===== src/rtl/prof_mod_pkg.sv =====
package prof_mod_pkg;

    // Pin interpretation codes (other codes fall back to single tone)
    localparam logic [2:0] CFG_TONE  = 3'b000;
    localparam logic [2:0] CFG_LVL2  = 3'b001;
    localparam logic [2:0] CFG_LVL4  = 3'b010;
    localparam logic [2:0] CFG_FULL  = 3'b011;
    localparam logic [2:0] CFG_SWEEP = 3'b100;
    localparam logic [2:0] CFG_RAMP  = 3'b101;

    typedef struct packed {
        logic up;
        logic hold;
        logic ramp;
    } ctl_flags_t;

endpackage


===== src/rtl/prof_pin_decode.sv =====
module prof_pin_decode
    import prof_mod_pkg::*;
#(
    parameter int N_PINS = 4
) (
    input  logic [2:0]        cfg,
    input  logic [N_PINS-1:0] pins,
    output logic [N_PINS-1:0] sel,
    output ctl_flags_t        flags
);

    always_comb begin
        sel   = '0;
        flags = '0;
        case (cfg)
            CFG_LVL2:  sel[0]   = pins[0];
            CFG_LVL4:  sel[1:0] = pins[1:0];
            CFG_FULL:  sel      = pins;
            CFG_SWEEP: begin
                flags.up   = pins[0];
                flags.hold = pins[1];
            end
            CFG_RAMP:  flags.ramp = pins[N_PINS-1];
            default:   ;
        endcase
    end

endmodule


===== src/rtl/prof_word_file.sv =====
module prof_word_file #(
    parameter int WORD_W = 32,
    parameter int ADDR_W = 4
) (
    input  logic              clk,
    input  logic              rst_n,
    input  logic              wr_en,
    input  logic [ADDR_W-1:0] wr_addr,
    input  logic [WORD_W-1:0] wr_data,
    input  logic [ADDR_W-1:0] rd_addr,
    output logic [WORD_W-1:0] rd_data
);

    localparam int DEPTH = 1 << ADDR_W;

    logic [DEPTH-1:0]             hit;
    logic [DEPTH-1:0][WORD_W-1:0] ent_d, ent_q;

    for (genvar e = 0; e < DEPTH; e++) begin : g_hit
        assign hit[e] = wr_en && (wr_addr == ADDR_W'(e));
    end

    always_comb begin
        ent_d = ent_q;
        for (int e = 0; e < DEPTH; e++) begin
            if (hit[e]) ent_d[e] = wr_data;
        end
    end

    always_ff @(posedge clk or negedge rst_n) begin
        if (!rst_n) ent_q <= '0;
        else        ent_q <= ent_d;
    end

    assign rd_data = ent_q[rd_addr];

endmodule


===== src/rtl/prof_mod_ctrl.sv =====
module prof_mod_ctrl
    import prof_mod_pkg::*;
#(
    parameter int N_PINS = 4,
    parameter int WORD_W = 32
) (
    input  logic              clk,
    input  logic              rst_n,
    input  logic [N_PINS-1:0] prof_pin,
    input  logic [2:0]        cfg_mode,
    input  logic              wr_en,
    input  logic [N_PINS-1:0] wr_addr,
    input  logic [WORD_W-1:0] wr_data,
    output logic [WORD_W-1:0] mod_word,
    output logic              sweep_up,
    output logic              sweep_hold,
    output logic              ramp_up
);

    typedef struct packed {
        logic [N_PINS-1:0] pin;
        logic [2:0]        cfg;
        logic [WORD_W-1:0] word;
        ctl_flags_t        flags;
    } state_t;

    state_t            st_d, st_q;
    logic [N_PINS-1:0] sel;
    ctl_flags_t        dec_flags;
    logic [WORD_W-1:0] rd_word;
    logic [N_PINS-1:0] pin_smp;
    logic [2:0]        cfg_smp;

    prof_pin_decode #(.N_PINS(N_PINS)) u_dec (
        .cfg   (st_q.cfg),
        .pins  (st_q.pin),
        .sel   (sel),
        .flags (dec_flags)
    );

    prof_word_file #(.WORD_W(WORD_W), .ADDR_W(N_PINS)) u_file (
        .clk     (clk),
        .rst_n   (rst_n),
        .wr_en   (wr_en),
        .wr_addr (wr_addr),
        .wr_data (wr_data),
        .rd_addr (sel),
        .rd_data (rd_word)
    );

    always_comb begin
        st_d       = st_q;
        st_d.pin   = prof_pin;
        st_d.cfg   = cfg_mode;
        st_d.word  = rd_word;
        st_d.flags = dec_flags;
    end

    always_ff @(posedge clk or negedge rst_n) begin
        if (!rst_n) st_q <= '0;
        else        st_q <= st_d;
    end

    assign mod_word   = st_q.word;
    assign sweep_up   = st_q.flags.up;
    assign sweep_hold = st_q.flags.hold;
    assign ramp_up    = st_q.flags.ramp;
    assign pin_smp    = st_q.pin;
    assign cfg_smp    = st_q.cfg;

endmodule


===== config.mk =====
export PLATFORM = sky130hd
export DESIGN_NAME = prof_mod_ctrl
export DESIGN_NICKNAME = d
export VERILOG_FILES = /design/src/rtl/prof_mod_pkg.sv /design/src/rtl/prof_pin_decode.sv /design/src/rtl/prof_word_file.sv /design/src/rtl/prof_mod_ctrl.sv
export SDC_FILE = /design/constraint.sdc
export NUM_CORES = 1
export LEC_CHECK = 0
export BUFFER_PORTS_ARGS = -buffer_cell sky130_fd_sc_hd__buf_4
export CAP_MARGIN = 20
export CELL_PAD_IN_SITES_DETAIL_PLACEMENT = 1
export CELL_PAD_IN_SITES_GLOBAL_PLACEMENT = 2
export CORE_MARGIN = 1
export CORE_UTILIZATION = 47
export DETAILED_ROUTE_END_ITERATION = 10
export GPL_ROUTABILITY_DRIVEN = 0
export MAX_ROUTING_LAYER = met4
export PLACE_DENSITY = 0.94
export SYNTH_ARGS = -nofsm -noshare
export SYNTH_HDL_FRONTEND = slang
export SYNTH_SLANG_ARGS = --single-unit

===== constraint.sdc =====
create_clock -name clk -period 4.76 [get_ports clk]
set_clock_uncertainty 0.2 [all_clocks]
set_input_delay 0.238 -clock clk [delete_from_list [all_inputs] [get_ports clk]]
set_output_delay 0.238 -clock clk [all_outputs]
set_load 0.02 [all_outputs]

==> results.md, run 1 <==
* Max-Cap Viols at 0
* Routed WL per cell at 26.6 um
* DRC viols at 0
* Area Growth Syn to Fin at 15.3%
* Core ar. at 50600 um^2
* Relative slew slack at 26.3%
* Post-placement cell area at 25600 um^2
* Initial core utilization at 48.0%
* Critical path arrival at 3700 ps
* Routed vias at about 16000
* Syn avg cell area at 12.7 um^2
* Syn Nets at 1967
* GRT Util Overall at 28.8%
* Reg power frac at roughly half
* Psw at 0.00364 W
* Worst-Skew Late Latency at 630 ps
* # setup viols final at 0
* DRT Pass-1 Iters at 5
* DR vias/cell at 6.05
* RSZ-0062 raised after global routing: false
* Initial antenna violation count at 1
* Crit path capture type: flip-flop
* Final Net Count at 2031
* GRT overflow at 0
* Maximum fanout along the worst path at 12
* Peak Freq at 294 MHz
* Gate power share at 16.7%
* Hold Crit Depth at 2
* Final min period at 3400 ps
* Final Cycle Share at 71.4%
* Area of the die at 52600 um^2
* Total power at approximately 0.013 W
* Clock slew at reported path FFs at 70 ps
* R2R depth at 6
* Final WL at between 70000 and 80000 um
* Sw frac at 27.3%
* Root Buffer: clkbuf_16
* Die H at approximately 230 um
* Worst slew pin tran at 1100 ps
* Setup TNS at 0 ps
* Most common cell after layout, fill and taps aside: dfrtp_1
* Most frequent cells in the layout: dfrtp_1 (554), mux2_2 (500), nand2_1 (375)
* Post-DP HPWL at between 30000 and 40000 um
* Sequential element share of the synthesized area at a little under three fifths
* Pre-CTS setup slack at about 1600 ps
* Mapped cell area at 24300 um^2
* Setup slack after layout at 1360 ps
* Critical path launch point type: flip-flop
* Routed Antenna Nets at 0
* IO Port Bufs at 80
* Cell area after layout at 28000 um^2
* Num rows at 82
* Largest net degree at the start of global routing at 113
* Pwr Density at 477 nW/um^2
* First DRT Iteration DRCs at 1084
* Critical Path RT at 5060 ps
* Share of layout cells above drive strength 1 at approximately 38%
* Vias in the first global route at 18220
* Internal power at 0.00972 W
* Crit Path Category: flip-flop to flip-flop
* Distinct cells, synth at 30
* Io pins at 81
* Clock sink count at between 500 and 600
* Syn Inst Count at slightly below 2000
* Fin util at approximately 55%
* Fin. max-slew vios at 0
* H-tree depth at 2
* Die X at 229 um
* Num CTS Buffers at 58
* Clk pwr share at 35.1%
* CTS tree: yes
* Max VDD drop at 0.277 mV
* Clock Tree Buf Depth at 3
* Setup Fix Bufs, Post-CTS at 0
* Hold Path Class: input pin to flip-flop
* Yosys warning count at 0
* Static leakage at 12.5 nW
* Status: complete, no violations
* Yosys reg bits at between 500 and 600
* First-pass GRT wire length at between 100000 and 150000 um
* Final hold violations at 0
-- routing by layer --
layer  share of wire [%]  up-vias  global-route usage, %
met3                 4.4      165                   3.87
met5                   0        -                      -
li1                    -     6924                      -
met2                  51      452                   48.4
met4                 3.8        0                   10.6
met1                  41     8827                   35.6
-- worst max-delay path, cell delays in order (launching register included) --
cell and delay [ps]:
dfrtp_1 490, nand3b_1 770, buf_4 450, nand2_1 610, buf_4 370, o221ai_1 160, o21ai_0 220
-- flip-flops by register name, indices dropped and copies added, names as in the netlist --
| register | cells |
|---|---|
| u_file.ent_q | 512 |
| mod_word | 32 |
| pin_smp | 4 |
| cfg_smp | 3 |
| ramp_up | 1 |
| sweep_hold | 1 |
| sweep_up | 1 |
-- final timing paths --
check | from | end | slack [ps]
max | cfg_smp[2]$_DFF_PN0_ | mod_word[20]$_DFF_PN0_ | 1360
min | cfg_mode[0] | cfg_smp[0]$_DFF_PN0_ | 70
max reg2reg | cfg_smp[2]$_DFF_PN0_ | mod_word[20]$_DFF_PN0_ | 1360
min reg2reg | u_file.ent_q[153]$_DFFE_PN0P_ | u_file.ent_q[153]$_DFFE_PN0P_ | 300
max in group asynchronous | rst_n | u_file.ent_q[398]$_DFFE_PN0P_ | 2890
min in group asynchronous | rst_n | u_file.ent_q[387]$_DFFE_PN0P_ | 110
-- synthesized netlist by cell type (all sizes together) --
cell	n	share of area [%]
and3	3	0.077
mux2	512	24
or3	2	0.051
or3b	2	0.072
a32oi	53	1.9
and4b	1	0.041
mux4	22	2.0
nand4	32	0.82
nand3b	3	0.093
and3b	1	0.036
nor3b	2	0.082
nand2	377	5.8
nand2b	5	0.13
nor2b	1	0.026
buf	36	0.75
a21oi	2	0.041
a22oi	11	0.34
o21ai	21	0.43
dfrtp	554	57
nand3	65	1.3
mux2i	53	2.2
nor2	16	0.25
inv	1	0.015
o221ai	21	0.76
clkbuf	125	1.9
-- layout make-up --
type	count	area, um^2
diodes	1	2.50
clock buffers	78	1630
clock inverters	29	350
fillers	4947	22600
inverters	1	3.75
multi-input cells	1205	9910
flip-flops and latches	554	13900
well taps	672	841
repair buffers	165	1430
-- power groups by stage --
stage               Clock [W]  Sequential [W]  Combinational, W
detailed placement          0         0.00645           0.00216
floorplan                   0         0.00630           0.00149
global route          0.00493         0.00654           0.00243
finish                0.00470         0.00643           0.00223
CTS                   0.00477         0.00641           0.00225
global placement            0         0.00634           0.00204
-- kinds of logic after synthesis --
kind of cell	after synthesis	synth area share, %
buffers and inverters	162	2.69
flip-flops	554	57.0
AO/OA/AOI/OAI	108	3.48
multiplexers	587	27.9
AND/OR/NAND/NOR	510	8.84
-- through the flow --
stage | hold slack (ps) | std cells
after floorplan | -258 | 1921
after global placement | 147 | 2553
after detailed placement | 148 | 2553
after CTS | 40.7 | 2704
after global routing | 69.1 | 2705
final | 65.7 | 2705
-- what timing repair did --
item,4_1_cts,5_1_grt
hold buffers,44,0
resized for setup,0,0
hold endpoints to repair,624,0
(Power assumes the default switching activity.)
==> inputs of run 2 (changes only) <==
- CORE_UTILIZATION: 47 -> 44
- PLACE_DENSITY: 0.94 -> 0.9
- clock period: 4.76 -> 3.4 ns (I/O delays scaled with it)
==> run 2 against run 1 <==
Against the previous run:
- die area is 6.8% higher
- utilization down 3.4 points
- sequential power rose by 39%
- routed wire length decreased by 5.5%
- sequential share of layout area shrank 0.36 points
- total power up 36%
- non-clock buffer count rose by 12
==> results.md, run 2 (synthesis results as in run 1) <==
* Status: complete, no violations
* Clock Tree Buf Depth at 3 (unchanged)
* Final min period at 2780 ps (-620 ps)
* Initial core utilization at 44.8% (-3.2 points)
* Clock slew at reported path FFs at 60 ps (about the same)
* R2R depth at 8 (+2)
* Final hold violations at 0 (unchanged)
* Crit Path Category: flip-flop to flip-flop
* First-pass GRT wire length at 108000 um (-4.6%)
* Area Growth Syn to Fin at 16.2%
* Setup slack after layout at 620 ps (-740 ps)
* Num CTS Buffers at 59 (+1.7%)
* Pre-CTS setup slack at 621 ps (-934 ps)
* Peak Freq at 360 MHz (+22%)
* Pwr Density at 643 nW/um^2 (+35%)
* Max VDD drop at 0.430 mV (+55%)
* R2r startpoint: cfg_smp[0]$_DFF_PN0_
* Critical path arrival at 3040 ps (-660 ps)
* # setup viols final at 0 (unchanged)
* Crit path capture: mod_word[4]$_DFF_PN0_
* Ant. Diodes at 0 (-1)
* DRC viols at 0 (unchanged)
* Largest net degree at the start of global routing at 110 (-2.7%)
* Routed vias at 16091 (-1.7%)
* Critical path launch point type: flip-flop
* Largest reg by FF count: u_file.ent_q
* Area of the die at 56200 um^2 (+6.8%)
* Reg-to-reg endpoint: mod_word[4]$_DFF_PN0_
* Worst-Skew Late Latency at 620 ps (about the same)
* Hold Path Class: input pin to flip-flop
* Fin. max-slew vios at 0 (unchanged)
* Final WL at 68100 um (-5.5%)
* Core ar. at 54200 um^2 (+7.2%)
* Die X at 237 um (+3.3%)
* H-tree depth at 2 (unchanged)
* Io pins at 81 (unchanged)
* Max-Cap Viols at 0 (unchanged)
* Critical Path RT at 3660 ps (-1400 ps)
* CTS tree: yes
* DRT Pass-1 Iters at 5 (unchanged)
* RSZ-0062 raised after global routing: false
* Vias in the first global route at 17719 (-2.7%)
* Post-DP HPWL at 40000 um (+2.2%)
* CTS resizes at 0 (unchanged)
* Maximum fanout along the worst path at 42 (+30)
* Die H at 237 um (+3.3%)
* Cell area after layout at 28200 um^2 (+0.73%)
* Setup TNS at 0 ps (unchanged)
* Root Buffer: clkbuf_16
* Number of flip-flops under the largest register name at 512 (unchanged)
* Clock sink count at 554 (unchanged)
* Worst slew pin tran at 1090 ps (-13.1 ps)
* CP startpoint: cfg_smp[0]$_DFF_PN0_
* Static leakage at 12.6 nW (+0.68%)
* Most frequent cells in the layout: dfrtp_1 (554), mux2_2 (500), nand2_1 (375)
* First DRT Iteration DRCs at 1098 (+1.3%)
* IO Port Bufs at 80 (unchanged)
* Routed WL per cell at 24.9 um (-6.6%)
* Crit path capture type: flip-flop
* DR vias/cell at 5.88 (-2.9%)
* Final Net Count at 2044 (+0.64%)
* Routed Antenna Nets at 0 (unchanged)
* Initial antenna violation count at 0 (-1)
* Relative slew slack at 27.2% (+0.88 points)
* Most common cell after layout, fill and taps aside: dfrtp_1
* Final Cycle Share at 81.8% (+10 points)
* Num rows at 85 (+3.7%)
* GRT Util Overall at 25.8% (-3.0 points)
* FF-to-FF setup slack at 620 ps (-740 ps)
* Post-placement cell area at 26000 um^2 (+1.5%)
* Share of layout cells above drive strength 1 at 37.8% (+0.21 points)
* GRT overflow at 0 (unchanged)
run 2: cell type report:
class                   count  area [um^2]
clock inverters            18          121
well taps                 696          871
flip-flops and latches    554        13900
inverters                   1         3.75
multi-input cells        1205         9910
fillers                  5422        26000
clock buffers              87         1700
repair buffers            177         1760
run 2: report_power, final:
group | leakage [nW] | switching [W] | internal, W | total (W)
clock | 0.910 | 0.00262 | 0.00351 | 0.00613
sequential | 6.80 | 0.000839 | 0.00811 | 0.00895
combinational | 4.90 | 0.00139 | 0.00170 | 0.00309
run 2: repair_timing:
item	CTS	global route
setup endpoints to repair	0	0
buffers inserted	0	0
endpoints found under the hold margin	616	0
hold buffers	41	0
run 2: worst min path at each step:
stage,start,to,slack [ps],cells after the start
final,cfg_mode[2],cfg_smp[2]$_DFF_PN0_,30,2
after global routing,cfg_mode[1],cfg_smp[1]$_DFF_PN0_,30,2
after CTS,cfg_mode[2],cfg_smp[2]$_DFF_PN0_,6,2
after detailed placement,prof_pin[3],pin_smp[3]$_DFF_PN0_,80,1
after global placement,prof_pin[0],pin_smp[0]$_DFF_PN0_,80,1
after floorplan,rst_n,cfg_smp[0]$_DFF_PN0_,-330,0
run 2: per-layer routing:
metal | vias up | wire (um) | track usage (%)
met5 | - | 0 | -
met2 | 325 | 33900 | 42.2
li1 | 6939 | - | -
met3 | 135 | 2410 | 3.22
met1 | 8692 | 29800 | 33.5
met4 | 0 | 2010 | 8.07
run 2: through the flow:
step	hold slack, ps	std cells	util [%]	power [W]
final	32.1	2738	52.1	0.0182
after global routing	25.3	2738	52.1	0.0190
after CTS	5.82	2738	52.1	0.0183
after detailed placement	81.7	2592	47.9	0.0121
after global placement	83.2	2592	47.9	0.0118
after floorplan	-326	1921	-	0.0109
run 2: worst max-delay path, stage by stage, from the launching register on:
cell	delay, ps
dfrtp_1	440
nor2_1	310
or3b_4	460
buf_12	330
buf_12	240
mux2i_1	280
a32oi_1	80
nand4_1	160
o21ai_0	110
==> inputs of run 3 (changes only) <==
- CORE_UTILIZATION: 44 -> 40
- PLACE_DENSITY: 0.9 -> 0.86
- clock period: 3.4 -> 2.3 ns (I/O delays scaled with it)
==> run 3 against run 2 <==
Against the previous run:
- routed wire length grew 4.7%
- non-clock buffer count rose by 46
- cell area grew 3.2%
- die area up 9.9%
==> results.md, run 3 (synthesis results as in run 1) <==
* FF/Latch Area at 13900 um^2 (about the same)
* Largest net degree at the start of global routing at 102 (-7.3%)
* Final Non-Filler Cells at 2868 (+4.7%)
* Area Growth Syn to Fin at 19.9%
* Num CTS Buffers at 59 (unchanged)
* Crit path capture type: flip-flop
* Grt met1 use at 29.8% (-3.7 points)
* DRT Pass-1 Iters at 4 (-1)
* First-pass GRT wire length at 112000 um (+4.0%)
* GRT overflow at 0 (unchanged)
* GR Util met2 at 41.1% (-1.2 points)
* Final min period at 2260 ps (-524 ps)
* Critical path arrival at 2600 ps (-440 ps)
* Most common cell after layout, fill and taps aside: dfrtp_1
* Critical Path RT at 2650 ps (-1010 ps)
* Max-Cap Viols at 0 (unchanged)
* R2r startpoint: cfg_smp[2]$_DFF_PN0_
* H-tree depth at 2 (unchanged)
* First DRT Iteration DRCs at 1011 (-7.9%)
* IO Port Bufs at 80 (unchanged)
* Final WL at 71300 um (+4.7%)
* RSZ-0062 raised after global routing: true
* Critical path launch point type: flip-flop
* Clock slew at reported path FFs at 60 ps (about the same)
* Share of layout cells above drive strength 1 at 39.5% (+1.7 points)
* GR peak layer: met2
* Clock sink count at 554 (unchanged)
* Routed WL per cell at 24.9 um (about the same)
* Final Net Count at 2090 (+2.3%)
* Die X at 248 um (+4.8%)
* Relative slew slack at 52.5% (+25 points)
* # setup viols final at 0 (unchanged)
* Area of the die at 61700 um^2 (+9.9%)
* Initial antenna violation count at 0 (unchanged)
* Io pins at 81 (unchanged)
* Final Cycle Share at 98.1% (+16 points)
* DR vias/cell at 5.61 (-4.5%)
* Area of the multi-input gates at 9930 um^2 (+0.21%)
* Static leakage at 13.0 nW (+3.1%)
* Core ar. at 59600 um^2 (+9.8%)
* Crit-path cells: or3b_4, buf_12, buf_4, mux2i_1, a32oi_1, o221ai_1, o21ai_0
* Met3 GRT Util at 3.36% (+0.14 points)
* Crit-path max cell delay at 480 ps (+20 ps)
* Post-DP HPWL at 42000 um (+5.0%)
* Vias in the first global route at 18125 (+2.3%)
* Clock Tree Buf Depth at 3 (unchanged)
* Root Buffer: clkbuf_16
* Hold wc startpoint: wr_addr[0]
* Largest reg by FF count: u_file.ent_q
* Fin. max-slew vios at 0 (unchanged)
* Status: complete, no violations
* Peak Freq at 443 MHz (+23%)
* Max VDD drop at 0.452 mV (+5.0%)
* Most frequent cells in the layout: dfrtp_1 (553), mux2_2 (500), nand2_1 (375)
* DRC viols at 0 (unchanged)
* Placed Cells incl. Taps at 2704 (+4.3%)
* Setup TNS at 0 ps (unchanged)
* Routed vias at 16091 (unchanged)
* Num rows at 89 (+4.7%)
* Crit Path Category: flip-flop to flip-flop
* Hold Path Class: input pin to flip-flop
* Pwr Density at 950 nW/um^2 (+48%)
* Filler instances at 5970 (+10%)
* Worst-Skew Late Latency at 640 ps (+20 ps)
* Ant. Diodes at 0 (unchanged)
* Number of flip-flops under the largest register name at 512 (unchanged)
* GRT Util Overall at 24.3% (-1.5 points)
* CP startpoint: cfg_smp[2]$_DFF_PN0_
* Die H at 248 um (+4.8%)
* CTS tree: yes
* Final hold violations at 0 (unchanged)
* Worst slew pin tran at 712 ps (-380 ps)
* Maximum fanout along the worst path at 11 (-74%)
* CP max-delay cell: or3b_4
* Routed Antenna Nets at 0 (unchanged)
* Initial core utilization at 40.8% (-4.0 points)
run 3: cell types whose count changed in the layout (fill, tap and decap cells not counted), sizes merged:
cell         previous run  this run
buf                   136       174
dlygate4sd3            41        48
bufinv                  1         4
clkinv                 15        18
clkbuf                 87        88
inv                     2         3
run 3: path summary, 6_finish.rpt:
path	end	slack, ps	cells past startpoint
min	u_file.ent_q[24]$_DFFE_PN0P_	80	4
min in group asynchronous	pin_smp[3]$_DFF_PN0_	520	4
max	mod_word[2]$_DFF_PN0_	40	7
min reg2reg	u_file.ent_q[50]$_DFFE_PN0P_	290	1
max reg2reg	mod_word[2]$_DFF_PN0_	40	7
max in group asynchronous	u_file.ent_q[276]$_DFFE_PN0P_	820	4
run 3: layer usage:
layer / vias up / share of wire (%)
li1: 7059 / -
met3: 135 / 3.4
met1: 8587 / 42
met2: 310 / 51
met5: - / 0
met4: 0 / 3.3
run 3: through the flow:
step	power (W)	util [%]	hold slack [ps]	instance area (um^2)	setup WS (ps)
detailed placement	0.0179	44.5	-157	26500	31.2
floorplan	0.0161	-	-381	24300	216
CTS	0.0279	48.8	33.4	29100	6.22
finish	0.0277	48.9	77.5	29100	44.1
global placement	0.0175	44.5	-150	26500	97.8
global route	0.0290	48.9	69.0	29100	-27.6
run 3: power breakdown:
group / internal (W) / switching (W) / total, W
Combinational: 0.00259 / 0.00207 / 0.00466
Sequential: 0.0120 / 0.00125 / 0.0132
Clock: 0.00573 / 0.00406 / 0.00979
Total: 0.0203 / 0.00738 / 0.0277
run 3: final cells by class:
cell class | instances | area share (%)
clock buffers | 87 | 6.01
flip-flops and latches | 554 | 47.6
multi-input cells | 1205 | 34.1
inverters | 1 | 0.0129
well taps | 773 | 3.32
clock inverters | 25 | 0.932
repair buffers | 223 | 8.04
run 3: worst max-delay path: cells and delay by family (launching register included):
kind	cells	cell delay, ps
compound gates	3	530
flops	1	440
mux	1	140
buf+inv	2	380
simple gates	1	480
run 3: repair_timing:
action	4_1_cts	5_1_grt
pin swaps	1	7
setup buffers	1	1
gates cloned	0	1
endpoints found under the hold margin	1073	0
setup endpoints to repair	2	13
resized for setup	0	18
hold buffers	49	0
